--- src/rtl/afu_pkg.sv ---
package afu_pkg;

   typedef enum logic [1:0] {
      SLICE_0 = 2'd0,
      SLICE_1 = 2'd1,
      SLICE_2 = 2'd2,
      SLICE_3 = 2'd3
   } slice_e;

   // k sixteenths of a full turn, rounded to nearest
   function automatic int turn_frac(input int turn, input int k);
      return (k * turn + 8) / 16;
   endfunction

endpackage

--- src/rtl/afu_wrap.sv ---
module afu_wrap #(
   parameter int ANG_W = 18,
   parameter int WK    = 20,
   parameter int TURN  = 102943
) (
   input  logic signed [ANG_W-1:0] ang_i,
   output logic        [WK-1:0]    pos_o
);
   localparam logic signed [WK-1:0] K_TURN  = WK'(TURN);
   localparam logic signed [WK-1:0] K_NTURN = -K_TURN;
   localparam logic signed [WK-1:0] K_2TURN = WK'(2 * TURN);

   logic signed [WK-1:0] ext;
   logic signed [WK-1:0] wrapped;

   assign ext = {{(WK-ANG_W){ang_i[ANG_W-1]}}, ang_i};

   always_comb begin
      if (ext < K_NTURN)
         wrapped = ext + K_2TURN;
      else if (ext < 0)
         wrapped = ext + K_TURN;
      else if (ext >= K_TURN)
         wrapped = ext - K_TURN;
      else
         wrapped = ext;
   end

   assign pos_o = wrapped;

endmodule

--- src/rtl/afu_quad.sv ---
module afu_quad #(
   parameter int WK  = 20,
   parameter int QTR = 25736
) (
   input  logic [WK-1:0] pos_i,
   output logic [1:0]    quad_o,
   output logic [WK-1:0] t_o
);
   localparam int NB = 3;

   logic [NB-1:0] ge;

   for (genvar k = 1; k <= NB; k++) begin : g_cmp
      localparam logic [WK-1:0] LIM = WK'(k * QTR);
      assign ge[k-1] = (pos_i >= LIM);
   end

   always_comb begin
      logic [WK-1:0] base;
      logic [1:0]    cnt;
      base = '0;
      cnt  = '0;
      for (int k = 0; k < NB; k++) begin
         if (ge[k]) begin
            base = WK'((k + 1) * QTR);
            cnt  = 2'(k + 1);
         end
      end
      quad_o = cnt;
      t_o    = pos_i - base;
   end

endmodule

--- src/rtl/afu_dfold.sv ---
module afu_dfold
   import afu_pkg::*;
#(
   parameter int WK       = 20,
   parameter int PHI_W    = 13,
   parameter int EIGHTH   = 6434,
   parameter int QUARTER  = 12868,
   parameter int QTR      = 25736,
   parameter bit PAR_FOLD = 1'b1
) (
   input  logic [WK-1:0]    t_i,
   output slice_e           dom_o,
   output logic [PHI_W-1:0] phi_o,
   output logic             dir_o
);
   localparam logic [WK-1:0] C_E  = WK'(EIGHTH);
   localparam logic [WK-1:0] C_Q  = WK'(QUARTER);
   localparam logic [WK-1:0] C_H  = WK'(QTR);
   localparam logic [WK-1:0] C_3E = WK'(QTR - EIGHTH);

   logic ge_e, ge_q, ge_3e;
   logic [WK-1:0] phi_full;

   assign ge_e  = (t_i >= C_E);
   assign ge_q  = (t_i >= C_Q);
   assign ge_3e = (t_i >= C_3E);

   always_comb begin
      if (ge_3e)      dom_o = SLICE_3;
      else if (ge_q)  dom_o = SLICE_2;
      else if (ge_e)  dom_o = SLICE_1;
      else            dom_o = SLICE_0;
   end

   // clockwise when in the upper part of either half-quarter band
   assign dir_o = ge_3e | (ge_e & ~ge_q);

   if (PAR_FOLD) begin : g_par
      logic [WK-1:0] cand [4];
      always_comb begin
         cand[0] = t_i;
         cand[1] = C_Q - t_i;
         cand[2] = t_i - C_Q;
         cand[3] = C_H - t_i;
         phi_full = cand[dom_o];
      end
   end else begin : g_ser
      logic [WK-1:0] kbase;
      logic          rev;
      always_comb begin
         unique case (dom_o)
            SLICE_0: begin kbase = '0;  rev = 1'b0; end
            SLICE_1: begin kbase = C_Q; rev = 1'b1; end
            SLICE_2: begin kbase = C_Q; rev = 1'b0; end
            default: begin kbase = C_H; rev = 1'b1; end
         endcase
         phi_full = rev ? (kbase - t_i) : (t_i - kbase);
      end
   end

   assign phi_o = phi_full[PHI_W-1:0];

endmodule

--- src/rtl/angle_fold_unit.sv ---
module angle_fold_unit
   import afu_pkg::*;
#(
   parameter int ANG_W    = 18,
   parameter int DAT_W    = 16,
   parameter int PHI_W    = 13,
   parameter int TURN     = 102943,
   parameter bit PAR_FOLD = 1'b1
) (
   input  logic                    clk,
   input  logic                    rst_n,
   input  logic signed [ANG_W-1:0] ang_i,
   input  logic [DAT_W-1:0]        x_i,
   input  logic [DAT_W-1:0]        y_i,
   output logic [PHI_W-1:0]        phi_o,
   output logic [1:0]              quad_o,
   output logic [1:0]              dom_o,
   output logic                    dir_o,
   output logic [DAT_W-1:0]        x_o,
   output logic [DAT_W-1:0]        y_o
);
   localparam int WK      = ANG_W + 2;
   localparam int EIGHTH  = turn_frac(TURN, 1);
   localparam int QUARTER = turn_frac(TURN, 2);
   localparam int QTR     = turn_frac(TURN, 4);

   if (EIGHTH >= (1 << PHI_W)) begin : g_chk_phi
      $error("PHI_W too narrow for the folded residue");
   end
   if (TURN >= (1 << (ANG_W - 1))) begin : g_chk_turn
      $error("ANG_W cannot hold one full turn");
   end
   if (ANG_W < 4 || DAT_W < 1) begin : g_chk_w
      $error("width parameters out of range");
   end

   logic [WK-1:0]    pos;
   logic [WK-1:0]    t_off;
   logic [1:0]       quad_c;
   slice_e           dom_c;
   logic [PHI_W-1:0] phi_c;
   logic             dir_c;

   afu_wrap #(.ANG_W(ANG_W), .WK(WK), .TURN(TURN)) u_wrap (
      .ang_i (ang_i),
      .pos_o (pos)
   );

   afu_quad #(.WK(WK), .QTR(QTR)) u_quad (
      .pos_i  (pos),
      .quad_o (quad_c),
      .t_o    (t_off)
   );

   afu_dfold #(
      .WK(WK), .PHI_W(PHI_W), .EIGHTH(EIGHTH), .QUARTER(QUARTER),
      .QTR(QTR), .PAR_FOLD(PAR_FOLD)
   ) u_dfold (
      .t_i   (t_off),
      .dom_o (dom_c),
      .phi_o (phi_c),
      .dir_o (dir_c)
   );

   always_ff @(posedge clk) begin
      if (!rst_n) begin
         phi_o  <= '0;
         quad_o <= '0;
         dom_o  <= '0;
         dir_o  <= 1'b0;
         x_o    <= '0;
         y_o    <= '0;
      end else begin
         phi_o  <= phi_c;
         quad_o <= quad_c;
         dom_o  <= dom_c;
         dir_o  <= dir_c;
         x_o    <= x_i;
         y_o    <= y_i;
      end
   end

endmodule

--- config.mk ---
export PLATFORM = sky130hd
export DESIGN_NAME = angle_fold_unit
export DESIGN_NICKNAME = d
export VERILOG_FILES = /design/src/rtl/afu_pkg.sv /design/src/rtl/afu_wrap.sv /design/src/rtl/afu_quad.sv /design/src/rtl/afu_dfold.sv /design/src/rtl/angle_fold_unit.sv
export SDC_FILE = /design/constraint.sdc
export NUM_CORES = 1
export LEC_CHECK = 0
export ABC_AREA = 1
export CORE_MARGIN = 10
export CORE_UTILIZATION = 40
export DETAILED_ROUTE_END_ITERATION = 12
export DONT_BUFFER_PORTS = 1
export SLEW_MARGIN = 5
export SYNTH_ARGS = -nofsm -noshare
export SYNTH_HDL_FRONTEND = slang
export SYNTH_SLANG_ARGS = --single-unit
--- constraint.sdc ---
create_clock -name clk -period 17.3 [get_ports clk]
set_input_delay 5.19 -clock clk [delete_from_list [all_inputs] [get_ports clk]]
set_output_delay 5.19 -clock clk [all_outputs]
set_load 0.01 [all_outputs]
== Word level (Yosys, flattened, before mapping) ==
Index checks and enable logic that the tools add are counted.
Widths: inputs -> output; s select.

* Flip-flop bits (word level): 50
* Latch bits: 0
* Memory bits (writable): 0
* Memory bits (read-only): 0
* Input bits: 52
* Memories: 0

* Add/subtract/negate cells: 7
* Multipliers: 0
* Div/mod/pow operators: 0
* Order comparisons: 10
* Eq/ne operators: 0
* Shift operators: 0
* Muxes and demuxes: 15
* Bitwise gates (word level): 4
* Reductions and logical operators: 0

{| class="wikitable"
|+ Operator list
! cell !! number
|-
| $mux 20 || 3
|-
| $bmux 20 s2 || 1
|-
| $ge 20x15->1 const B || 2
|-
| $mux 13 || 2
|-
| $add 18x19->20 const B || 1
|-
| $ge 20x13->1 const B || 1
|-
| $ge 20x14->1 const B || 1
|-
| $ge 20x16->1 const B || 1
|-
| $ge 20x17->1 const B || 1
|-
| $sub 14x20->20 const A || 1
|-
| $sub 15x20->20 const A || 1
|-
| $sub 20x14->20 const B || 1
|-
| $sub 20x17->20 || 1
|-
| $add 18x18->19 const B || 1
|-
| $sub 18x18->19 const B || 1
|-
| $ge 18x18->1 const B || 1
|-
| $lt 18x1->1 const B || 1
|-
| $lt 18x18->1 const B || 1
|-
| $mux 17 || 1
|-
| $mux 16 || 1
|-
| $mux 15 || 1
|-
| $mux 2 || 4
|-
| $ge 3x3->1 const B || 1
|-
| $not 2->3 || 1
|-
| other kinds (4) || 5
|}

== Logic depth before layout (Yosys ltp) ==
* Depth after elaboration: 17
* Depth in mapped cells: 47
* Depth with buffers taken out: 45

== Cells and area by module ==
From an unflattened synthesis, not the netlist that was laid out.

* Cell total of the unflattened synthesis: 1033
* Area, all modules: 5886.9 um^2

{| class="wikitable"
|+ Modules (own cells, without submodules)
! module !! instances !! cells each !! area an instance (um^2) !! sequential area each (um^2)
|-
| afu_wrap || 1 || 345 || 1690.4 || 0.0
|-
| afu_dfold || 1 || 282 || 1485.2 || 0.0
|-
| angle_fold_unit || 1 || 156 || 1462.7 || 1001.0
|-
| afu_quad || 1 || 250 || 1248.7 || 0.0
|}

== Worst setup path before layout ==
OpenSTA, ideal clock, no wires.

* Path kind: input to register
* From: input port ang_i[5]
* To: register phi_o[8]
* Data arrival time: 9.597 ns
* Slack: 7.587 ns
* Cell stages on the path: 38
* Cells stage by stage: buf_4 > nor2_1 > nand2_1 > nor2_1 > nand3_1 > nand2_2 > buf_4 > inv_1 > o21ai_0 > o21ai_0 > xor2_1 > or2_2 > o31ai_1 > nand3_1 > nand3_1 > nand3_1 > nand2_1 > inv_1 > [... 2 more ...] > fa_1 > inv_1 > nand3_1 > inv_2 > nand2_1 > nor2_1 > nand3_1 > nand2_1 > inv_2 > nand2_2 > nand2_4 > nand3_4 > nand2_4 > buf_6 > nand2_1 > o21ai_2 > nand2_1 > o21ai_2

* Word-level cells in the longest chain between the ends: 17

{| class="wikitable"
|+ Ends and longest elaborated chain
! element !! RTL line !! source
|-
| start: declaration || angle_fold_unit.sv:12 || <nowiki>input logic signed [ANG_W-1:0] ang_i,</nowiki>
|-
| $sub 18x18->19 or $ge 18x18->1 (tied branches) || afu_wrap.sv:24, afu_wrap.sv:23 ||
|-
| $mux 20 || afu_wrap.sv:23 || <nowiki>else if (ext >= K_TURN)</nowiki>
|-
| $mux 20 || afu_wrap.sv:21 || <nowiki>else if (ext < 0)</nowiki>
|-
| $mux 20 * || afu_wrap.sv:19 || <nowiki>if (ext < K_NTURN)</nowiki>
|-
| $ge 20x15->1 || afu_quad.sv:15 || <nowiki>assign ge[k-1] = (pos_i >= LIM);</nowiki>
|-
| $mux 15 || afu_quad.sv:24 || <nowiki>if (ge[k]) begin</nowiki>
|-
| $mux 16 || afu_quad.sv:24 ||
|-
| $mux 17 || afu_quad.sv:24 ||
|-
| $sub 20x17->20 * || afu_quad.sv:30 || <nowiki>t_o = pos_i - base;</nowiki>
|-
| $ge 20x13->1 || afu_dfold.sv:24 || <nowiki>assign ge_e = (t_i >= C_E);</nowiki>
|-
| $mux 1 || afu_dfold.sv:31 || <nowiki>else if (ge_e) dom_o = SLICE_1;</nowiki>
|-
| $mux 2 || afu_dfold.sv:30 || <nowiki>else if (ge_q) dom_o = SLICE_2;</nowiki>
|-
| $mux 2 || afu_dfold.sv:29 || <nowiki>if (ge_3e) dom_o = SLICE_3;</nowiki>
|-
| $not 2->3 (not written as such) || afu_dfold.sv:45 || <nowiki>phi_full = cand[dom_o];</nowiki>
|-
| $bmux 20 s2 * || afu_dfold.sv:45 ||
|-
| $mux 13 (not written as such) * (2 in series) || afu_dfold.sv:45 ||
|-
| end signal: assignment || angle_fold_unit.sv:74 || <nowiki>phi_o <= phi_c;</nowiki>
|-
| end: declaration || angle_fold_unit.sv:15 || <nowiki>output logic [PHI_W-1:0] phi_o,</nowiki>
|}

Mark *: on every way between the ends. The rest lies on a longest branch, timed or not. The select of a mux whose other input is x is not followed.
A chain may end at the register's enable or synchronous reset.

== Worst setup path after layout ==
* From: input port ang_i[1]
* To: register phi_o[9]

The elaborated chain is that of the path after synthesis.

==> flow_metrics.env <==
export IMPL_status="finished, final reports clean"
export IMPL_syn_avg_cell_area_um2=6.02
export IMPL_fin_crit_sh=0.604
export IMPL_required_ps=17470
export IMPL_antenna_cells=0
export IMPL_vias_per_cell=5.05
export IMPL_grt_max_degree=38
export IMPL_ys_seq_elements=50
export IMPL_antenna_found_initial=0
export IMPL_cpMostUsedCell="nand2_1"
export IMPL_cts_tree="built"
export IMPL_drive_above_1_share=0.123
export IMPL_postRouteAntennaNets=0
export IMPL_pwr_share_comb=0.589
export IMPL_synth_top_area_frac=0.197
export IMPL_synth_area_leaders="dfxtp_1 (20%), nand2_1 (19%), inv_1 (8.9%), nand3_1 (6.4%), xor2_1 (5.5%)"
export IMPL_crit_path_end_kind="register"
export IMPL_ctsLongestPathBuffers=2
export IMPL_hold_buffers=0
export IMPL_seqPwrFrac=0.236
export IMPL_synthCells=844
export IMPL_drt_first_pass_iters=6
export IMPL_grt_pass1_vias=4896
export IMPL_drc=0
export IMPL_grt_pass1_wl_mm=23.8
export IMPL_finalMaxSlewViolations=0
export IMPL_area_growth_pct=5.24
export IMPL_cts_root_buf="clkbuf_16"
export IMPL_wirelength_mm=14.2
export IMPL_layout_common_cells="nand2_1 (252), inv_1 (120), nor2_1 (72), nand3_1 (65), dfxtp_1 (50)"
export IMPL_worst_slew_pin_slew_ps=461
export IMPL_drv_cap=0
export IMPL_final_util=0.427
export IMPL_timing_hold_ws_ps=5000
export IMPL_cts_max_level=2
export IMPL_slew_headroom=0.691
export IMPL_crit_slowest_cell="fa_1"
export IMPL_initial_core_util=0.406
export IMPL_overflow=0
export IMPL_min_delay_path_class="primary input to register"
export IMPL_yosys_warnings=0
export IMPL_setup_violations=0
export IMPL_leakage_nw=2.84
export IMPL_synth_edf_count=0
export IMPL_drt_iter0_drc=321
export IMPL_synth_main_ff_cell="dfxtp_1"
export IMPL_synthMuxAreaShare=0
export IMPL_clockPowerShare=0.175
export IMPL_syn_area_um2=5080
export IMPL_dp_cells=999
export IMPL_synth_simple_area_share=0.443
export IMPL_io_buffers=0
export IMPL_dp_hpwl_mm=11.7
export IMPL_rows=41
export IMPL_vias=5087
export IMPL_critPathKind="primary input to register"
export IMPL_core_region_area_um2=12500
export IMPL_fmax_mhz=95.6
export IMPL_ys_seq_area_frac=0.197
export IMPL_timing_final_crit_period_ps=10460
export IMPL_cts_resized=0
export IMPL_rsz0062_at_grt="no"
export IMPL_crit_fanout=25
export IMPL_synthAdderAreaFrac=0.0532
export IMPL_fin_cells=1007
export IMPL_worstPathArrival_ps=10630
export IMPL_p_per_area_nw_per_um2=117
export IMPL_fin_setup_tns_ps=0
export IMPL_numCtsBuffers=5
export IMPL_final_common_cell="nand2_1"
export IMPL_peakVddDrop_uv=39.0
export IMPL_clock_sinks=50
export IMPL_ys_types=45
export IMPL_synth_top_area_cell="dfxtp_1"
export IMPL_async_reset_ff_frac=0
export IMPL_synth_top_family_by_area="simple AND/OR/NAND/NOR gates"
export IMPL_clk_pin_slew_ps=70
export IMPL_finalHoldViolations=0
export IMPL_slowest_delay_ps=470
export IMPL_grt_util_all_layers=0.156
export IMPL_switching_share=0.477
export IMPL_nNetsFinal=907
export IMPL_ios=102
export IMPL_internal_power_mw=0.326
export IMPL_synth_xor_area_share=0.0569
export IMPL_die_area_um2=17600
export IMPL_cp_start_kind="primary input"
export IMPL_place_congestion=0.897
export IMPL_die_w_um=133
export IMPL_synth_nets=917
export IMPL_wl_per_cell_um=14.1
export IMPL_post_cts_buffers=0
export IMPL_p_switching_mw=0.297
export IMPL_die_h_um=133
export IMPL_synth_compound_area_frac=0.124
-- kinds of logic after synthesis --
| logic type | after synthesis |
|---|---|
| XOR/XNOR | 33 |
| AO/OA/AOI/OAI | 107 |
| flip-flops | 50 |
| AND/OR/NAND/NOR | 478 |
| adder cells (fa/ha/maj) | 21 |
| buffers and inverters | 155 |
-- power by group through the flow --
stage / registers (mW) / logic (mW) / clock network [mW]
global placement: 0.151 / 0.365 / 0
global route: 0.149 / 0.419 / 0.117
detailed placement: 0.151 / 0.364 / 0
finish: 0.147 / 0.367 / 0.109
floorplan: 0.146 / 0.304 / 0
CTS: 0.148 / 0.366 / 0.113
-- cell type report --
type | instances | area, um^2
multi-input combinational | 639 | 3440
clock buffer | 5 | 125
clock inverter | 3 | 43.8
tap | 172 | 215
fill | 1356 | 7170
inverter | 138 | 523
sequential | 50 | 1000
-- metal layers --
metal,wire (um),global-route usage
met3,896,0.0295
met2,6410,0.267
met4,229,0.0458
met1,6710,0.194
met5,0,0
-- synthesized netlist by cell type, types with 2 or more instances --
cell type,n
o21ai_1,12
clkbuf_1,2
or2_2,4
buf_1,3
o21ai_2,5
nor3_1,5
nand4_1,9
ha_1,20
dfxtp_1,50
a21oi_2,5
nand3_4,2
inv_1,120
o221ai_1,2
nand3b_1,4
o21bai_1,3
a31oi_1,6
o31ai_1,3
o21ai_0,29
inv_2,15
o211ai_1,6
nor2_2,8
o22ai_1,2
a21oi_1,31
nand2_1,252
clkinv_1,2
buf_6,5
xor2_1,32
nor2_4,4
nand2_2,25
buf_2,4
nand3_2,11
nor2_1,72
nand3_1,65
nor4_1,2
buf_4,3
nand2_4,12
-- worst paths after layout --
path | startpoint | endpoint | slack [ps] | depth (start not counted)
worst min-delay path | y_i[8] | y_o[8]$_SDFF_PN0_ | 5000 | 2
worst max-delay path | ang_i[1] | phi_o[9]$_SDFF_PN0_ | 6840 | 37
-- registers in the layout (all words and copies together) (netlist names) --
register / count
phi_o: 13
quad_o: 2
x_o: 16
y_o: 16
dom_o: 2
dir_o: 1
-- critical path, delay by kind of cell --
family / cells / cell delay, ps
adder cells (fa/ha/maj): 3 / 930
AND/OR/NAND/NOR: 25 / 3080
buffers and inverters: 7 / 1040
AO/OA/AOI/OAI: 2 / 380
-- per-stage QoR --
| step | cell area (um^2) | setup slack, ps | power (mW) |
|---|---|---|---|
| final | 5350 | 6840 | 0.623 |
| after global routing | 5350 | 6260 | 0.685 |
| after CTS | 5350 | 6870 | 0.627 |
| after detailed placement | 5180 | 6560 | 0.515 |
| after global placement | 5180 | 6670 | 0.516 |
| after floorplan | 5080 | 7590 | 0.450 |
No activity file was read; power rests on OpenSTA's default activity.
